[src/rtl/rtcx_pkg.sv]
package rtcx_pkg;

    localparam int DW     = 8;
    localparam int IW     = 7;
    localparam int NTIME  = 7;
    localparam int NALM   = 3;
    localparam int NBYTES = 1 << IW;

    localparam logic [IW-1:0] IX_RATE = 7'd10;
    localparam logic [IW-1:0] IX_MODE = 7'd11;
    localparam logic [IW-1:0] IX_FLAG = 7'd12;
    localparam logic [IW-1:0] IX_STAT = 7'd13;
    localparam int            RAM_BASE  = 14;
    localparam int            RAM_DEPTH = NBYTES - RAM_BASE;

    localparam logic [DW-1:0] RST_RATE = 8'h26;
    localparam logic [DW-1:0] RST_MODE = 8'h02;
    localparam logic [DW-1:0] RST_STAT = 8'h80;

    localparam logic [DW-1:0] EV_PER = 8'hC0;
    localparam logic [DW-1:0] EV_ALM = 8'hA0;
    localparam logic [DW-1:0] EV_UPD = 8'h90;

    localparam int M_SET = 7;
    localparam int M_PIE = 6;
    localparam int M_AIE = 5;
    localparam int M_UIE = 4;
    localparam int R_UIP = 7;

    typedef struct packed {
        logic [IW-1:0]             idx;
        logic [DW-1:0]             rate;
        logic [DW-1:0]             mode;
        logic [DW-1:0]             flag;
        logic                      irq;
        logic                      tload;
        logic [NTIME-1:0][DW-1:0]  tm;
        logic [NALM-1:0][DW-1:0]   alm;
    } regs_t;

    function automatic logic is_time(input logic [IW-1:0] i);
        return (i == 7'd0) || (i == 7'd2) || (i == 7'd4) || ((i >= 7'd6) && (i <= 7'd9));
    endfunction

    function automatic logic [2:0] time_slot(input logic [IW-1:0] i);
        return (i < 7'd6) ? {1'b0, i[2:1]} : 3'(i - 7'd3);
    endfunction

    function automatic logic is_alarm(input logic [IW-1:0] i);
        return (i == 7'd1) || (i == 7'd3) || (i == 7'd5);
    endfunction

endpackage

[src/rtl/rtcx_store.sv]
module rtcx_store #(
    parameter int DW    = 8,
    parameter int AW    = 7,
    parameter int BASE  = 14,
    parameter int DEPTH = 114
) (
    input  logic          clk_i,
    input  logic          rst_ni,
    input  logic          we_i,
    input  logic [AW-1:0] waddr_i,
    input  logic [DW-1:0] wdata_i,
    input  logic [AW-1:0] raddr_i,
    output logic [DW-1:0] rdata_o
);
    logic [DW-1:0] mem_q [DEPTH];
    logic [AW-1:0] wloc;
    logic [AW-1:0] rloc;

    assign wloc = waddr_i - AW'(BASE);
    assign rloc = raddr_i - AW'(BASE);

    always_ff @(posedge clk_i or negedge rst_ni) begin
        if (!rst_ni) begin
            for (int k = 0; k < DEPTH; k++) mem_q[k] <= '0;
        end else if (we_i && (32'(wloc) < DEPTH)) begin
            mem_q[wloc] <= wdata_i;
        end
    end

    assign rdata_o = (32'(rloc) < DEPTH) ? mem_q[rloc] : '0;
endmodule

[src/rtl/rtcx_alarm_cmp.sv]
module rtcx_alarm_cmp #(
    parameter int NALM = 3,
    parameter int DW   = 8
) (
    input  logic [NALM-1:0][DW-1:0] alm_i,
    input  logic [NALM-1:0][DW-1:0] now_i,
    output logic                    match_o
);
    logic [NALM-1:0] hit;

    for (genvar g = 0; g < NALM; g++) begin : g_byte
        assign hit[g] = (alm_i[g][DW-1:DW-2] == 2'b11) || (alm_i[g] == now_i[g]);
    end

    assign match_o = &hit;
endmodule

[src/rtl/rtcx_regfile.sv]
module rtcx_regfile
    import rtcx_pkg::*;
(
    input  logic                clk_i,
    input  logic                rst_ni,
    input  logic                bus_sel_i,
    input  logic                bus_wr_i,
    input  logic                bus_addr_i,
    input  logic [DW-1:0]       bus_wdata_i,
    output logic [DW-1:0]       bus_rdata_o,
    input  logic                upd_start_i,
    input  logic                upd_end_i,
    input  logic                per_tick_i,
    input  logic [NTIME*DW-1:0] cal_now_i,
    output logic [NTIME*DW-1:0] tm_o,
    output logic                tm_load_o,
    output logic                irq_o,
    output logic [3:0]          per_rate_o,
    output logic                per_en_o,
    output logic [2:0]          div_sel_o,
    output logic [1:0]          fmt_o
);
    regs_t st_d, st_q;

    logic [NTIME-1:0][DW-1:0] cal_w;
    logic [DW-1:0]            ev;
    logic                     alm_hit;
    logic                     host_wr;
    logic                     host_rd;
    logic                     ram_we;
    logic [DW-1:0]            ram_rdata;

    // observation copies for the bound checker
    logic [IW-1:0] idx_w;
    logic [DW-1:0] rate_w, mode_w, flag_w;

    assign cal_w   = cal_now_i;
    assign host_wr = bus_sel_i & bus_wr_i & bus_addr_i;
    assign host_rd = bus_sel_i & ~bus_wr_i & bus_addr_i;
    assign ram_we  = host_wr && (32'(st_q.idx) >= RAM_BASE);

    rtcx_alarm_cmp #(.NALM(NALM), .DW(DW)) i_alarm (
        .alm_i   (st_q.alm),
        .now_i   (cal_w[NALM-1:0]),
        .match_o (alm_hit)
    );

    rtcx_store #(.DW(DW), .AW(IW), .BASE(RAM_BASE), .DEPTH(RAM_DEPTH)) i_store (
        .clk_i   (clk_i),
        .rst_ni  (rst_ni),
        .we_i    (ram_we),
        .waddr_i (st_q.idx),
        .wdata_i (bus_wdata_i),
        .raddr_i (st_q.idx),
        .rdata_o (ram_rdata)
    );

    always_comb begin
        st_d       = st_q;
        st_d.tload = 1'b0;
        ev         = '0;

        // calendar and divider events act on the stored state first
        if (upd_end_i) begin
            if (!st_q.mode[M_SET]) st_d.tm = cal_w;
            if (st_q.mode[M_AIE] && alm_hit) ev = ev | EV_ALM;
            if (st_q.mode[M_UIE]) ev = ev | EV_UPD;
            st_d.rate[R_UIP] = 1'b0;
        end
        if (upd_start_i && !st_q.mode[M_SET]) st_d.rate[R_UIP] = 1'b1;
        if (per_tick_i && st_q.mode[M_PIE] && (st_q.rate[3:0] != 4'd0)) ev = ev | EV_PER;

        // host access is applied on top
        if (bus_sel_i && bus_wr_i && !bus_addr_i) st_d.idx = bus_wdata_i[IW-1:0];

        if (host_wr) begin
            if (is_time(st_q.idx)) begin
                st_d.tm[time_slot(st_q.idx)] = bus_wdata_i;
                if (!st_q.mode[M_SET]) st_d.tload = 1'b1;
            end else if (is_alarm(st_q.idx)) begin
                st_d.alm[st_q.idx[2:1]] = bus_wdata_i;
            end else if (st_q.idx == IX_RATE) begin
                st_d.rate = {st_d.rate[R_UIP], bus_wdata_i[R_UIP-1:0]};
            end else if (st_q.idx == IX_MODE) begin
                if (bus_wdata_i[M_SET]) begin
                    st_d.rate[R_UIP] = 1'b0;
                    st_d.mode        = bus_wdata_i & ~(8'd1 << M_UIE);
                end else begin
                    if (st_q.mode[M_SET]) st_d.tload = 1'b1;
                    st_d.mode = bus_wdata_i;
                end
            end
        end

        if (host_rd && (st_q.idx == IX_FLAG)) begin
            st_d.flag = '0;
            st_d.irq  = 1'b0;
        end

        st_d.flag = st_d.flag | ev;
        if (ev != '0) st_d.irq = 1'b1;
    end

    always_ff @(posedge clk_i or negedge rst_ni) begin
        if (!rst_ni) begin
            st_q      <= '0;
            st_q.rate <= RST_RATE;
            st_q.mode <= RST_MODE;
        end else begin
            st_q <= st_d;
        end
    end

    always_comb begin
        if (!bus_addr_i)                 bus_rdata_o = 8'hFF;
        else if (is_time(st_q.idx))      bus_rdata_o = st_q.tm[time_slot(st_q.idx)];
        else if (is_alarm(st_q.idx))     bus_rdata_o = st_q.alm[st_q.idx[2:1]];
        else if (st_q.idx == IX_RATE)    bus_rdata_o = st_q.rate;
        else if (st_q.idx == IX_MODE)    bus_rdata_o = st_q.mode;
        else if (st_q.idx == IX_FLAG)    bus_rdata_o = st_q.flag;
        else if (st_q.idx == IX_STAT)    bus_rdata_o = RST_STAT;
        else                             bus_rdata_o = ram_rdata;
    end

    assign tm_o       = st_q.tm;
    assign tm_load_o  = st_q.tload;
    assign irq_o      = st_q.irq;
    assign per_rate_o = st_q.rate[3:0];
    assign per_en_o   = st_q.mode[M_PIE];
    assign div_sel_o  = st_q.rate[6:4];
    assign fmt_o      = st_q.mode[2:1];

    assign idx_w  = st_q.idx;
    assign rate_w = st_q.rate;
    assign mode_w = st_q.mode;
    assign flag_w = st_q.flag;
endmodule

[config.mk]
export PLATFORM = sky130hd
export DESIGN_NAME = rtcx_regfile
export DESIGN_NICKNAME = d
export VERILOG_FILES = /design/src/rtl/rtcx_pkg.sv /design/src/rtl/rtcx_store.sv /design/src/rtl/rtcx_alarm_cmp.sv /design/src/rtl/rtcx_regfile.sv
export SDC_FILE = /design/constraint.sdc
export NUM_CORES = 2
export LEC_CHECK = 0
export ABC_AREA = 0
export BUFFER_PORTS_ARGS = -buffer_cell sky130_fd_sc_hd__buf_4
export CAP_MARGIN = 20
export CORE_MARGIN = 2
export CORE_UTILIZATION = 50
export CTS_BUF_LIST = sky130_fd_sc_hd__clkbuf_4 sky130_fd_sc_hd__clkbuf_8
export DETAILED_ROUTE_END_ITERATION = 8
export PLACE_DENSITY_LB_ADDON = 0.3
export SLEW_MARGIN = 40
export SYNTH_ARGS = -nofsm -noshare
export SYNTH_HDL_FRONTEND = slang
export SYNTH_HIERARCHICAL = 1
export SYNTH_SLANG_ARGS = --single-unit
[constraint.sdc]
create_clock -name clk_i -period 3.55 [get_ports clk_i]
set_clock_uncertainty 0.2 [all_clocks]
set_input_delay 0.1775 -clock clk_i [delete_from_list [all_inputs] [get_ports clk_i]]
set_output_delay 0.1775 -clock clk_i [all_outputs]
set_load 0.01 [all_outputs]
==> summary.md <==
| Metric | Value |
|---|---|
| Status | complete, but fails checks |
| Failing checks | negative setup slack |
| P&R area growth vs syn | 22.5% |
| Min-delay worst type | in2reg |
| Worst Tran Pin Value | 871 ps |
| Met1 GRT Util | 36.5% |
| Sw Share | 30.0% |
| Path depth of the worst reg2reg path | 18 |
| Sequential area share after synthesis | 51.8% |
| Yosys top cell by area | dfrtp_1 |
| Leakage power | 28.9 nW |
| Synthesis warning total | 6 |
| Die height | 318 um |
| Synth Flop Type | dfrtp_1 |
| Setup violators final | 8 |
| Post-route minimum period | 4720 ps |
| CTS H-tree lvls | 4 |
| Crit start category | flip-flop |
| Iteration-0 DRC count of the detailed router | 2487 |
| HPWL Detailed | 88200 um |
| Clock share of power | 34.3% |
| Max-cap violation count | 0 |
| Routed wire per std cell | 25.1 um |
| Via count | 31900 |
| Vias per cell | 5.97 |
| VDD IR max | 0.467 mV |
| CP delay by family, top | compound AO/OA/AOI/OAI gates |
| Critical path endpoint category | output port |
| Clk sink count | 1021 |
| Critical path depth | 13 |
| Total GRT Usage | 26.9% |
| Net Sw Power | 0.00963 W |
| First-pass GRT wire length | 209000 um |
| Slowest CP cell | mux4_2 |
| CP max stage delay | 500 ps |
| Post-route cell area | 60400 sq um |
| Placed Area | 53900 sq um |
| Ports | 148 |
| Layout Nets | 4015 |
| RSZ-0062 raised after global routing | yes |
| Yosys top cell area share | 51.6% |
| Internal power component | 0.0225 W |
| Hold Violations, Final | 0 |
| DRC Markers | 0 |
| Die width | 318 um |
| Post-synth EDFFs | 0 |
| CTS root buffer | clkbuf_8 |
| Fill count | 7240 |
| Relative slew slack | 41.7% |
| Crit path DAT | 4350 ps |
| TritonCTS clock tree | done |
| Port Buffer Count | 147 |
| Starting density of the core | 50.3% |
| GPL Wtd Cong | 0.928 |
| Ys async rst share | 100% |
| Crit-path most repeated cell | buf_4 |
| Max Root-Sink Buffers | 3 |
| Layout cells sized above 1 | 55.2% |
| Synthesized area per cell | 14.5 sq um |
| Cell Area, Synth | 49300 sq um |
| Worst-path clk slew | 60 ps |
| Hold path cells | 4 |
| Worst path required time | 3170 ps |
| Core Rows | 115 |
| Max-slew violation count | 0 |
| Placed cells | 4875 |
| WS Path Type | reg2out |
| Final Util | 61.6% |
| Syn Nets | 3474 |
| Pwr Density | 531 nW/um^2 |
| Fmax | 0.212 GHz |
| Global-route met2 utilization | 43.3% |
| CP Max Fanout | 45 |
| Mapped Cells | 3397 |
| Flops & latches, synth | 1021 |
| Setup_tns | -8730 ps |
| Synth cell count leaders | dfrtp_1, mux2_2, mux4_2 |
| Layout Cells excl Fill | 5351 |
| DIE AREA | 101000 sq um |
| Synth top area cells | dfrtp_1, mux2_2, mux4_2, mux2i_1, buf_4 |
| Multi-input logic area | 22800 sq um |
| Routed Antenna Nets | 0 |
| Drt pass-1 iters | 7 |
| Final WL | 134000 um |
| Dominant cell by count in the synthesized netlist | dfrtp_1 |
| Register area | 25600 sq um |
| Initial antenna violation count | 1 |
| Cell Chain, Critical Path | buf_4 > buf_16 > buf_6 > mux4_2 > mux2i_1 > a32oi_1 > a31oi_2 > a211oi_2 > a221o_1 > o211ai_1 > o2111ai_2 > a32o_1 > buf_4 |
| Hold slack | 69.5 ps |
| Grt met3 use | 4.57% |
| Final worst setup slack | -1170 ps |
| Largest net degree at the start of global routing | 128 |
| Netlist cell types | 94 |
| Core footprint | 98000 sq um |
| Buffers & Inverters on Critical Path | 4 |
| Vias in the first global route | 33600 |
| Final Cycle Share | 133% |
| GRT Max-Usage Layer | met2 |
| Flop pwr share | 40.5% |
| Gr ovfl total | 0 |
| Combinational power share | 25.2% |
| CTS Buf Count | 169 |
| Later-pin clock latency in the skew report | 860 ps |
cell type report:
cell class / instances / share of cell area [%]
flip-flops and latches: 1021 / 42.3
multi-input cells: 2060 / 37.7
repair buffers: 674 / 11.3
clock buffers: 265 / 5.47
well taps: 1287 / 2.67
clock inverters: 31 / 0.528
inverters: 12 / 0.0746
diodes: 1 / 0.00414
per-stage QoR:
step           total power, W  worst slack [ps]
2_1_floorplan          0.0170              18.5
3_3_place_gp           0.0199              -748
3_5_place_dp           0.0200              -658
4_1_cts                0.0319             -1190
5_1_grt                0.0333             -1330
6_report               0.0321             -1170
power by group through the flow:
stage | Sequential [W] | Combinational, W | Clock (W)
after floorplan | 0.0129 | 0.00409 | 0
after global placement | 0.0132 | 0.00676 | 0
after detailed placement | 0.0132 | 0.00684 | 0
after CTS | 0.0130 | 0.00769 | 0.0112
after global routing | 0.0131 | 0.00847 | 0.0118
final | 0.0130 | 0.00808 | 0.0110
worst paths after layout:
kind | endpoint | from | slack, ps
worst min-delay path | flag_w[4] | upd_end_i | 70
worst max register to register | i_store/mem_q[873] | idx_w[0] | 70
max in group asynchronous | i_store/mem_q[5] | rst_ni | 2050
worst min register to register | i_store/mem_q[660] | i_store/mem_q[660] | 300
min in group asynchronous | i_store/mem_q[786] | rst_ni | 430
worst max-delay path | bus_rdata_o[6] | idx_w[1] | -1170
layout by cell type, fill, tap and decap left out, drive strengths merged, types with 46 or more instances in the layout:
cell type	instances
nand2	196
dfrtp	1017
nor2	141
mux4	240
buf	528
dlygate4sd3	143
mux2	967
mux2i	86
clkbuf	266
a21oi	88
nand3	46
layer usage:
metal  part of all wire [%]  wire, um
met5                      0         0
met4                    4.2      5610
met3                    5.8      7860
met2                     48     64300
met1                     42     56600
sequential cells by signal, summed over array words and instances, names as in the netlist:
register       flops
tm_load_o          1
flag_w             4
idx_w              7
rate_w             8
irq_o              1
tm_o              56
mode_w             8
st_q              24
i_store/mem_q    912
worst register-to-register path, cell delays in order (launching register included):
cell and delay, ps:
dfrtp_4 510, buf_8 150, buf_12 150, buf_16 160
inv_2 70, ha_1 160, o211ai_1 100, a21oi_1 190
buf_4 200, o31ai_2 90, nor2_1 90, buf_4 140
nand2_1 70, buf_4 160, nor2_4 180, buf_12 170
nand2_2 90, buf_12 200, mux2_2 270
what timing repair did:
| item | in CTS | in global routing |
|---|---|---|
| endpoints found under the hold margin | 1593 | 0 |
| buffers inserted | 16 | 20 |
| cloned | 2 | 1 |
| hold buffers | 144 | 0 |
| pin swaps | 22 | 42 |
| resized for setup | 115 | 79 |
| endpoints found under the setup margin | 347 | 810 |
logic make-up (layout without fill, tap and decap cells):
logic type	Yosys count	in the layout	synth area share, %
xor gates and xnor gates	34	34	0.734
other	0	1	0
muxes	1293	1293	34.9
buffers and inverters	316	982	3.59
AOI/OAI and AO/OA	249	249	3.60
DFF	1021	1021	51.8
and+or+nand+nor	479	479	5.19
adders and majority gates	5	5	0.127
(Power assumes the default switching activity.)
